`src/rtl/usb_rx_pkg.sv`:
```
package usb_rx_pkg;

    localparam int unsigned BYTE_W      = 8;
    localparam int unsigned BIT_IDX_W   = $clog2(BYTE_W);
    localparam logic        LINE_IDLE_J = 1'b1;

    typedef enum logic {
        ST_HUNT = 1'b0,
        ST_RECV = 1'b1
    } rx_state_e;

    typedef struct packed {
        logic stb;
        logic bit_val;
    } dec_bit_t;

    typedef struct packed {
        logic              valid;
        logic              sop;
        logic [BYTE_W-1:0] data;
    } rx_byte_t;

    // Equal levels mean a one, a change means a zero.
    function automatic logic nrzi_decode(input logic cur, input logic prev);
        return cur == prev;
    endfunction

endpackage

```
`src/rtl/usb_rx_nrzi.sv`:
```
module usb_rx_nrzi
    import usb_rx_pkg::*;
(
    input  logic     clk,
    input  logic     rst,
    input  logic     bit_en,
    input  logic     line_in,
    input  logic     force_idle,
    output dec_bit_t dec_o
);

    logic prev_q;

    always_ff @(posedge clk) begin
        if (rst || force_idle) begin
            prev_q <= LINE_IDLE_J;
        end else if (bit_en) begin
            prev_q <= line_in;
        end
    end

    always_comb begin
        dec_o.stb     = bit_en & ~force_idle;
        dec_o.bit_val = nrzi_decode(line_in, prev_q);
    end

    // the line is taken to be idle J after end of packet
    assert_idle_after_eop_R1: assert property (@(posedge clk) disable iff (rst)
        force_idle |=> (prev_q == LINE_IDLE_J));

endmodule

```
`src/rtl/usb_rx_sync_hunt.sv`:
```
module usb_rx_sync_hunt
    import usb_rx_pkg::*;
#(
    parameter int unsigned MIN_ZEROS = 5
) (
    input  logic     clk,
    input  logic     rst,
    input  logic     active,
    input  dec_bit_t dec_i,
    output logic     sync_hit
);

    localparam int unsigned CW = $clog2(MIN_ZEROS + 1);

    logic [CW-1:0] zcnt_q;
    logic          run_full;

    assign run_full = (zcnt_q == CW'(MIN_ZEROS));

    always_ff @(posedge clk) begin
        if (rst || !active) begin
            zcnt_q <= '0;
        end else if (dec_i.stb) begin
            if (dec_i.bit_val) begin
                zcnt_q <= '0;
            end else if (!run_full) begin
                zcnt_q <= zcnt_q + 1'b1;
            end
        end
    end

    assign sync_hit = active & dec_i.stb & dec_i.bit_val & run_full;

    // the zero counter never passes its saturation point
    assert_zero_run_bounded_R2: assert property (@(posedge clk) disable iff (rst)
        zcnt_q <= CW'(MIN_ZEROS));

endmodule

```
`src/rtl/usb_rx_unstuff.sv`:
```
module usb_rx_unstuff
    import usb_rx_pkg::*;
#(
    parameter int unsigned RUN_LEN = 6
) (
    input  logic     clk,
    input  logic     rst,
    input  logic     load_one,
    input  logic     active,
    input  dec_bit_t dec_i,
    output logic     keep,
    output logic     drop,
    output logic     err
);

    localparam int unsigned OW = $clog2(RUN_LEN + 1);

    logic [OW-1:0] ones_q;
    logic          at_limit;
    logic          take;

    assign at_limit = (ones_q == OW'(RUN_LEN));
    assign take     = active & dec_i.stb;
    assign keep     = take & ~at_limit;
    assign drop     = take &  at_limit & ~dec_i.bit_val;
    assign err      = take &  at_limit &  dec_i.bit_val;

    always_ff @(posedge clk) begin
        if (rst) begin
            ones_q <= '0;
        end else if (load_one) begin
            ones_q <= OW'(1);
        end else if (!active) begin
            ones_q <= '0;
        end else if (dec_i.stb) begin
            if (at_limit || !dec_i.bit_val) begin
                ones_q <= '0;
            end else begin
                ones_q <= ones_q + 1'b1;
            end
        end
    end

    // the run of ones never grows past the stuffing limit
    assert_run_bounded_R5: assert property (@(posedge clk) disable iff (rst)
        ones_q <= OW'(RUN_LEN));

    // the closing one of SYNC starts the run
    assert_sync_one_counts_R6: assert property (@(posedge clk) disable iff (rst)
        load_one |=> (ones_q == OW'(1)));

endmodule

```
`src/rtl/usb_rx_assemble.sv`:
```
module usb_rx_assemble
    import usb_rx_pkg::*;
(
    input  logic     clk,
    input  logic     rst,
    input  logic     start,
    input  logic     abort,
    input  logic     keep,
    input  logic     bit_val,
    output rx_byte_t byte_o
);

    logic [BYTE_W-1:0]    sr_q;
    logic [BIT_IDX_W-1:0] cnt_q;
    logic                 first_q;
    logic [BYTE_W-1:0]    sr_next;

    assign sr_next = {bit_val, sr_q[BYTE_W-1:1]};

    always_ff @(posedge clk) begin
        if (rst) begin
            sr_q    <= '0;
            cnt_q   <= '0;
            first_q <= 1'b0;
            byte_o  <= '0;
        end else begin
            byte_o.valid <= 1'b0;
            byte_o.sop   <= 1'b0;
            if (start) begin
                cnt_q   <= '0;
                first_q <= 1'b1;
            end else if (abort) begin
                cnt_q <= '0;
            end else if (keep) begin
                sr_q  <= sr_next;
                cnt_q <= cnt_q + 1'b1;
                if (cnt_q == BIT_IDX_W'(BYTE_W - 1)) begin
                    byte_o.data  <= sr_next;
                    byte_o.valid <= 1'b1;
                    byte_o.sop   <= first_q;
                    first_q      <= 1'b0;
                end
            end
        end
    end

    // the start flag only ever comes with a byte
    assert_sop_with_valid_R4: assert property (@(posedge clk) disable iff (rst)
        byte_o.sop |-> byte_o.valid);

    // the byte strobe lasts a single clock
    assert_valid_pulse_R9: assert property (@(posedge clk) disable iff (rst)
        byte_o.valid |=> !byte_o.valid);

    // the presented byte holds between strobes
    assert_data_hold_R9: assert property (@(posedge clk) disable iff (rst)
        !byte_o.valid |-> $stable(byte_o.data));

endmodule

```
`src/rtl/usb_rx_bitdec.sv`:
```
module usb_rx_bitdec
    import usb_rx_pkg::*;
#(
    parameter int unsigned SYNC_MIN_ZEROS = 5,
    parameter int unsigned RUN_LEN        = 6
) (
    input  logic              clk,
    input  logic              rst,
    input  logic              bit_en,
    input  logic              line_in,
    input  logic              eop_in,
    output logic              byte_valid,
    output logic              byte_sop,
    output logic [BYTE_W-1:0] byte_data,
    output logic              stuff_err
);

    rx_state_e state_q;
    dec_bit_t  dec;
    rx_byte_t  asm_out;
    logic      hunt_act;
    logic      recv_act;
    logic      sync_hit;
    logic      keep;
    logic      drop;
    logic      err;
    logic      stuff_err_q;

    assign hunt_act = (state_q == ST_HUNT) & ~eop_in;
    assign recv_act = (state_q == ST_RECV) & ~eop_in;

    usb_rx_nrzi nrzi_i (
        .clk        (clk),
        .rst        (rst),
        .bit_en     (bit_en),
        .line_in    (line_in),
        .force_idle (eop_in),
        .dec_o      (dec)
    );

    usb_rx_sync_hunt #(.MIN_ZEROS(SYNC_MIN_ZEROS)) hunt_i (
        .clk      (clk),
        .rst      (rst),
        .active   (hunt_act),
        .dec_i    (dec),
        .sync_hit (sync_hit)
    );

    usb_rx_unstuff #(.RUN_LEN(RUN_LEN)) unstuff_i (
        .clk      (clk),
        .rst      (rst),
        .load_one (sync_hit),
        .active   (recv_act),
        .dec_i    (dec),
        .keep     (keep),
        .drop     (drop),
        .err      (err)
    );

    usb_rx_assemble asm_i (
        .clk     (clk),
        .rst     (rst),
        .start   (sync_hit),
        .abort   (eop_in | err),
        .keep    (keep),
        .bit_val (dec.bit_val),
        .byte_o  (asm_out)
    );

    always_ff @(posedge clk) begin
        if (rst) begin
            state_q     <= ST_HUNT;
            stuff_err_q <= 1'b0;
        end else begin
            stuff_err_q <= err;
            if (eop_in || err) begin
                state_q <= ST_HUNT;
            end else if (sync_hit) begin
                state_q <= ST_RECV;
            end
        end
    end

    assign byte_valid = asm_out.valid;
    assign byte_sop   = asm_out.sop;
    assign byte_data  = asm_out.data;
    assign stuff_err  = stuff_err_q;

    // end of packet returns to hunting without producing a byte
    assert_eop_return_R8: assert property (@(posedge clk) disable iff (rst)
        eop_in |=> (state_q == ST_HUNT && !byte_valid));

    // an error strobe always finds the block hunting
    assert_err_hunt_R7: assert property (@(posedge clk) disable iff (rst)
        stuff_err |-> (state_q == ST_HUNT && !byte_valid));

    // bytes come only out of the receive state
    assert_byte_after_recv_R3: assert property (@(posedge clk) disable iff (rst)
        byte_valid |-> ($past(state_q) == ST_RECV));

    // an inserted zero is never kept as data
    assert_drop_not_kept_R5: assert property (@(posedge clk) disable iff (rst)
        drop |=> !stuff_err);

endmodule

```
`config.mk`:
```
export PLATFORM = sky130hd
export DESIGN_NAME = usb_rx_bitdec
export DESIGN_NICKNAME = d
export VERILOG_FILES = /design/src/rtl/usb_rx_pkg.sv /design/src/rtl/usb_rx_nrzi.sv /design/src/rtl/usb_rx_sync_hunt.sv /design/src/rtl/usb_rx_unstuff.sv /design/src/rtl/usb_rx_assemble.sv /design/src/rtl/usb_rx_bitdec.sv
export SDC_FILE = /design/constraint.sdc
export NUM_CORES = 1
export LEC_CHECK = 0
export CAP_MARGIN = 20
export CORE_ASPECT_RATIO = 1.2
export CORE_UTILIZATION = 54
export CTS_BUF_LIST = sky130_fd_sc_hd__clkbuf_16
export DETAILED_ROUTE_END_ITERATION = 10
export PLACE_DENSITY = 0.82
export SYNTH_ARGS = -nofsm -noshare
export SYNTH_HDL_FRONTEND = slang
export SYNTH_SLANG_ARGS = --single-unit
```
`constraint.sdc`:
```
create_clock -name clk -period 2.1 [get_ports clk]
set_clock_uncertainty 0.2 [all_clocks]
set_input_delay 0.42 -clock clk [delete_from_list [all_inputs] [get_ports clk]]
set_output_delay 0.42 -clock clk [all_outputs]
set_load 0.03 [all_outputs]
```
# Word-level counts from Yosys, hierarchy flattened
# Cells that the tools add are included.
totals:
  input_bits: 5
  out_inout_bits: 11
  elab_cells: 69
  register_bits: 31
op_classes:
  eq_ne: 7
  muxes: 11
  n_bitwise: 19
  n_addsub: 3
  reduce_logical: 17
op_table:
  columns: ["op", "count"]
  rows:
  - ["1-bit AND", 10]
  - ["10-bit two-way mux", 1]
  - ["3-bit by 1-bit adder with 3-bit output (second input constant)", 3]
  - ["3-bit equality test (second input constant)", 3]
  - ["3-bit two-way mux", 3]
  - ["1-bit NOT", 8]
  - ["1-bit two-way mux", 7]
  - ["3-bit AND reduction", 2]
  - ["3-bit OR reduction", 2]
  - ["5-bit OR reduction", 1]
  - ["1-bit logical OR", 4]
  - ["2-bit by 1-bit inequality test with 1-bit output (second input constant)", 2]
  - ["4-bit AND reduction", 1]
  - ["2-bit nonzero test", 2]
  - ["4-bit OR reduction", 1]
  - ["3-bit by 2-bit inequality test with 1-bit output (second input constant)", 1]
  - ["1-bit logical NOT", 2]
  - ["2-bit AND reduction", 1]
  - ["2-bit OR reduction", 1]
  - ["1-bit equality test", 1]
  - ["1-bit OR", 1]

# Depth between registers and ports, before layout
depth:
  depth_word: 8
  ltp_mapped: 7
  ltp_nobuf: 5

# Hierarchy
# A second synthesis with hierarchy kept.
unflattened:
  cells_unflattened: 136
  area_unflattened_um2: 1350.0
modules_own_cells:
  columns: ["mod", "area_per_inst_um2", "cells_each", "n_inst", "seq_area_each_um2"]
  rows:
  - ["usb_rx_assemble", 834.6, 75, 1, 420.4]
  - ["usb_rx_unstuff", 198.9, 26, 1, 60.1]
  - ["usb_rx_sync_hunt", 182.7, 21, 1, 60.1]
  - ["usb_rx_bitdec", 81.3, 8, 1, 40.0]
  - ["usb_rx_nrzi", 52.6, 6, 1, 20.0]

# Worst setup path after synthesis
# OpenSTA, ideal clock, no wires.
synth_path:
  kind: "register -> register"
  startpoint: "reg unstuff_i.ones_q[0]"
  endpoint: "reg asm_i.cnt_q[0]"
  required_ns: 1.821
  stages_incl_launch_ff: 7
  arrival_time_ns: 1.477
  setup_ns: 0.079
  slack_ns: 0.343
  n_path_buf: 1
  period_less_slack_ns: 1.757
  cell_sequence: "dfxtp_1 -> inv_1 -> ha_1 -> a21bo_1 -> buf_6 -> or3_1 -> a211oi_2"
synth_via:
  elab_chain_len: 5
  elab_cells_between_ends: 7
  classes_between: "eq/ne: 1; bitwise: 5; reduce/logical: 1"
synth_lines:
  columns: ["element", "line", "source"]
  rows:
  - ["from (decl)", "usb_rx_unstuff.sv:18", "logic [OW-1:0] ones_q;"]
  - ["from (signal assigned)", "usb_rx_unstuff.sv:39", "ones_q <= ones_q + 1'b1;"]
  - ["3-bit equality test *", "usb_rx_unstuff.sv:22", "assign at_limit = (ones_q == OW'(RUN_LEN));"]
  - ["1-bit AND", null, null]
  - ["1-bit AND", "usb_rx_unstuff.sv:26", "assign err = take & at_limit & dec_i.bit_val;"]
  - ["1-bit OR", "usb_rx_bitdec.sv:64", ".abort (eop_in | err),"]
  - ["3-bit OR reduction (no line)", null, null]
  - ["to (signal assigned)", "usb_rx_assemble.sv:36", "cnt_q <= cnt_q + 1'b1;"]
  - ["to (decl)", "usb_rx_assemble.sv:14", "logic [BIT_IDX_W-1:0] cnt_q;"]
# Every way passes the cells marked *; elsewhere a longest branch is shown, timed or not.
# A chain may end at the register's enable or synchronous reset.

# Final worst setup path
layout_path:
  startpoint: "reg asm_i.byte_o[7] in the netlist's numbering"
  endpoint: "out byte_data[7]"
layout_lines:
  columns: ["element", "line", "source"]
  rows:
  - ["from (decl)", "usb_rx_assemble.sv:10", "output rx_byte_t byte_o"]
  - ["to (decl)", "usb_rx_bitdec.sv:14", "output logic [BYTE_W-1:0] byte_data,"]
# No word-level cell between the ends.

==> impl_metrics.toml <==
[outcome]
status = "complete, no violations"

[die]
dieArea_sq_um = 2730
core_area_sq_um = 2330
ioPinCount = 16
die_w_um = 47.9
die_h_um = 57.0
start_util_pct = 58.5
fp-row-count = 19

[grt]
antenna_found_initial = 0
grt_max_degree = 20
track_usage_pct = 26.3
grt_overflow_total = 0
grt_pass1_vias = 1167
grt_pass1_wl_mm = 5.10

[timing]
finalHoldViolations = 0
layout_worst_path_cycle_share_pct = 90.3
grt_setup_unrepaired = "false"
drv_slew = 0
layout_min_cycle_time_ns = 1.90
relSlewSlack_pct = 71.4
fmax_ghz = 0.527
setup_viol_count_final = 0
worst_pin_slew_ns = 0.427

[synth]
syn-num-nets = 166
ys_warn_count = 0
synthCells = 155
synthTopCellsByArea = "dfxtp_1 (44%), a21oi_1 (7.7%), ha_1 (5.5%), nand3_1 (5.1%), o21ai_0 (4.0%)"
syn_avg_cell_area_sq_um = 8.79
synth.largest_area_cell = "dfxtp_1"
synth_seq_area_share_pct = 44.1
synth_seq_cells = 30
synthDistinctLibCells = 34
synth_top_area_share_pct = 44.1
synth_area_sq_um = 1360

[pwr]
ir_drop_v = 0.000613
p_leak_nw = 0.605
power_w = 0.00129
power_density_nw_per_um2 = 753

[place]
port_buffers = 15
gp_congestion = 0.824
dp.cells = 200
post-dp-hpwl_mm = 2.03

[cells_and_area]
final_cell_mix = "dfxtp_1 (30), a21oi_1 (21), clkdlybuf4s50_1 (15)"
final_nets = 187
layout_commonest_cell = "dfxtp_1"
n_antenna_cell = 0
layout.cells.non_filler = 207
drive_gt1_share_pct = 11.9
synthToLayoutAreaGrowth_pct = 25.8
fillers = 198

[setup_path]
critPathLaunchType = "register"
crit_required_ns = 1.48
critPathMaxFanout = 2
cp_slowest_cell = "clkdlybuf4s50_1"
crit_path_max_incr_delay_ns = 0.67
path_buf_inv = 1
crit_arrival_ns = 1.28
crit_family = "buffers and inverters"
end_kind = "primary output"
crit_type = "reg -> out"
crit_chain = "clkdlybuf4s50_1"

[clock_network]
cts_root_buffer = "clkbuf_16"
htree_num_levels = 2
cts_hold_buffers = 0
clock_latency_ns = 0.27
clk_pin_slew_worst_paths_ns = 0.05
post-cts-setup-buffer-count = 0
cts_num_sinks = 30
cts_buffer_depth = 2
cts_tree = "built"
ctsResizeCount = 0
cts_buffers = 5

[drt]
dr.pass1.iters = 4
drcViolationCount = 0
antenna_left = 0
vias = 1254
routedWlPerCell_um = 15.1
wl_mm = 3.13
drt_iter0_drc = 34
vias_per_cell = 6.06

[job]
drv_cap = 0

[worst_hold_path]
hp-class = "reg -> reg"
==> through the flow <==
stage	hold WS [ns]	utilization (%)	TNS [ns]	setup slack, ns	cell area (sq um)
6_report	0.266	73.6	0	0.203	1710
5_1_grt	0.286	73.6	0	0.144	1710
4_1_cts	0.267	73.6	0	0.191	1710
2_1_floorplan	0.243	-	0	0.343	1360
3_3_place_gp	0.253	67.8	0	0.0484	1580
3_5_place_dp	0.258	67.8	-0.0255	-0.0255	1580
==> worst paths after layout <==
path	end	start	slack, ns	cells past startpoint
setup reg to reg	asm_i.cnt_q[0]	unstuff_i.ones_q[0]	0.27	6
hold reg to reg	asm_i.byte_o[6]	asm_i.byte_o[6]	0.27	2
hold / removal	asm_i.byte_o[6]	asm_i.byte_o[6]	0.27	2
setup / recovery	byte_data[7]	asm_i.byte_o[7]	0.20	1
==> state kept, by name, indices dropped and copies added (netlist names) <==
register          count
state_q               1
unstuff_i.ones_q      3
asm_i.byte_o         10
asm_i.sr_q            7
asm_i.cnt_q           3
nrzi_i.prev_q         1
stuff_err             1
hunt_i.zcnt_q         3
asm_i.first_q         1
==> routing by layer <==
layer  share of wire (%)  wire (um)  GRT usage, %
met1                  42       1320          30.1
met4                 2.0         63          13.1
met3                 4.1        129          6.96
met5                   0          0             0
met2                  52       1630          43.1
==> cell type report <==
class / count / area (sq um) / share of cell area, %
clock buffer: 5 / 125 / 7.30
clock inverter: 2 / 10.0 / 0.584
inverter: 4 / 15.0 / 0.876
multi-input combinational: 108 / 684 / 39.9
sequential: 30 / 601 / 35.0
tap: 31 / 38.8 / 2.26
timing repair buffer: 27 / 240 / 14.0
==> Yosys cell counts, drive strengths merged <==
library cell / instances
o211a: 1
a311oi: 2
nor2: 3
nor3: 4
dfxtp: 30
a21bo: 1
nand4: 7
o21ai: 11
clkbuf: 7
a31oi: 2
a211oi: 4
mux2i: 2
ha: 6
nor4: 1
nand2: 7
nor3b: 1
buf: 6
xnor2: 1
a211o: 1
and2: 1
nand3b: 1
nand3: 14
o31ai: 7
xor2: 1
nand4b: 2
a21boi: 1
nand2b: 2
or2: 1
inv: 4
a21oi: 21
nor2b: 1
or3: 2
==> report_power, final <==
group | total (W) | switching, W | internal (W)
Sequential | 0.000574 | 0.00000160 | 0.000572
Clock | 0.000651 | 0.000226 | 0.000425
Combinational | 0.0000651 | 0.0000394 | 0.0000257
Total | 0.00129 | 0.000267 | 0.00102
==> logic make-up (layout without fill, tap and decap cells) <==
family	Yosys count	in the layout	share of synthesized area [%]
compound gates	51	51	23.3
xor+xnor	2	2	1.29
fa+ha+maj	6	6	5.51
buf+inv	17	38	5.69
flops	30	30	44.1
mux	2	2	1.47
simple gates	47	47	18.6
Power figures use the tool's default switching activity.
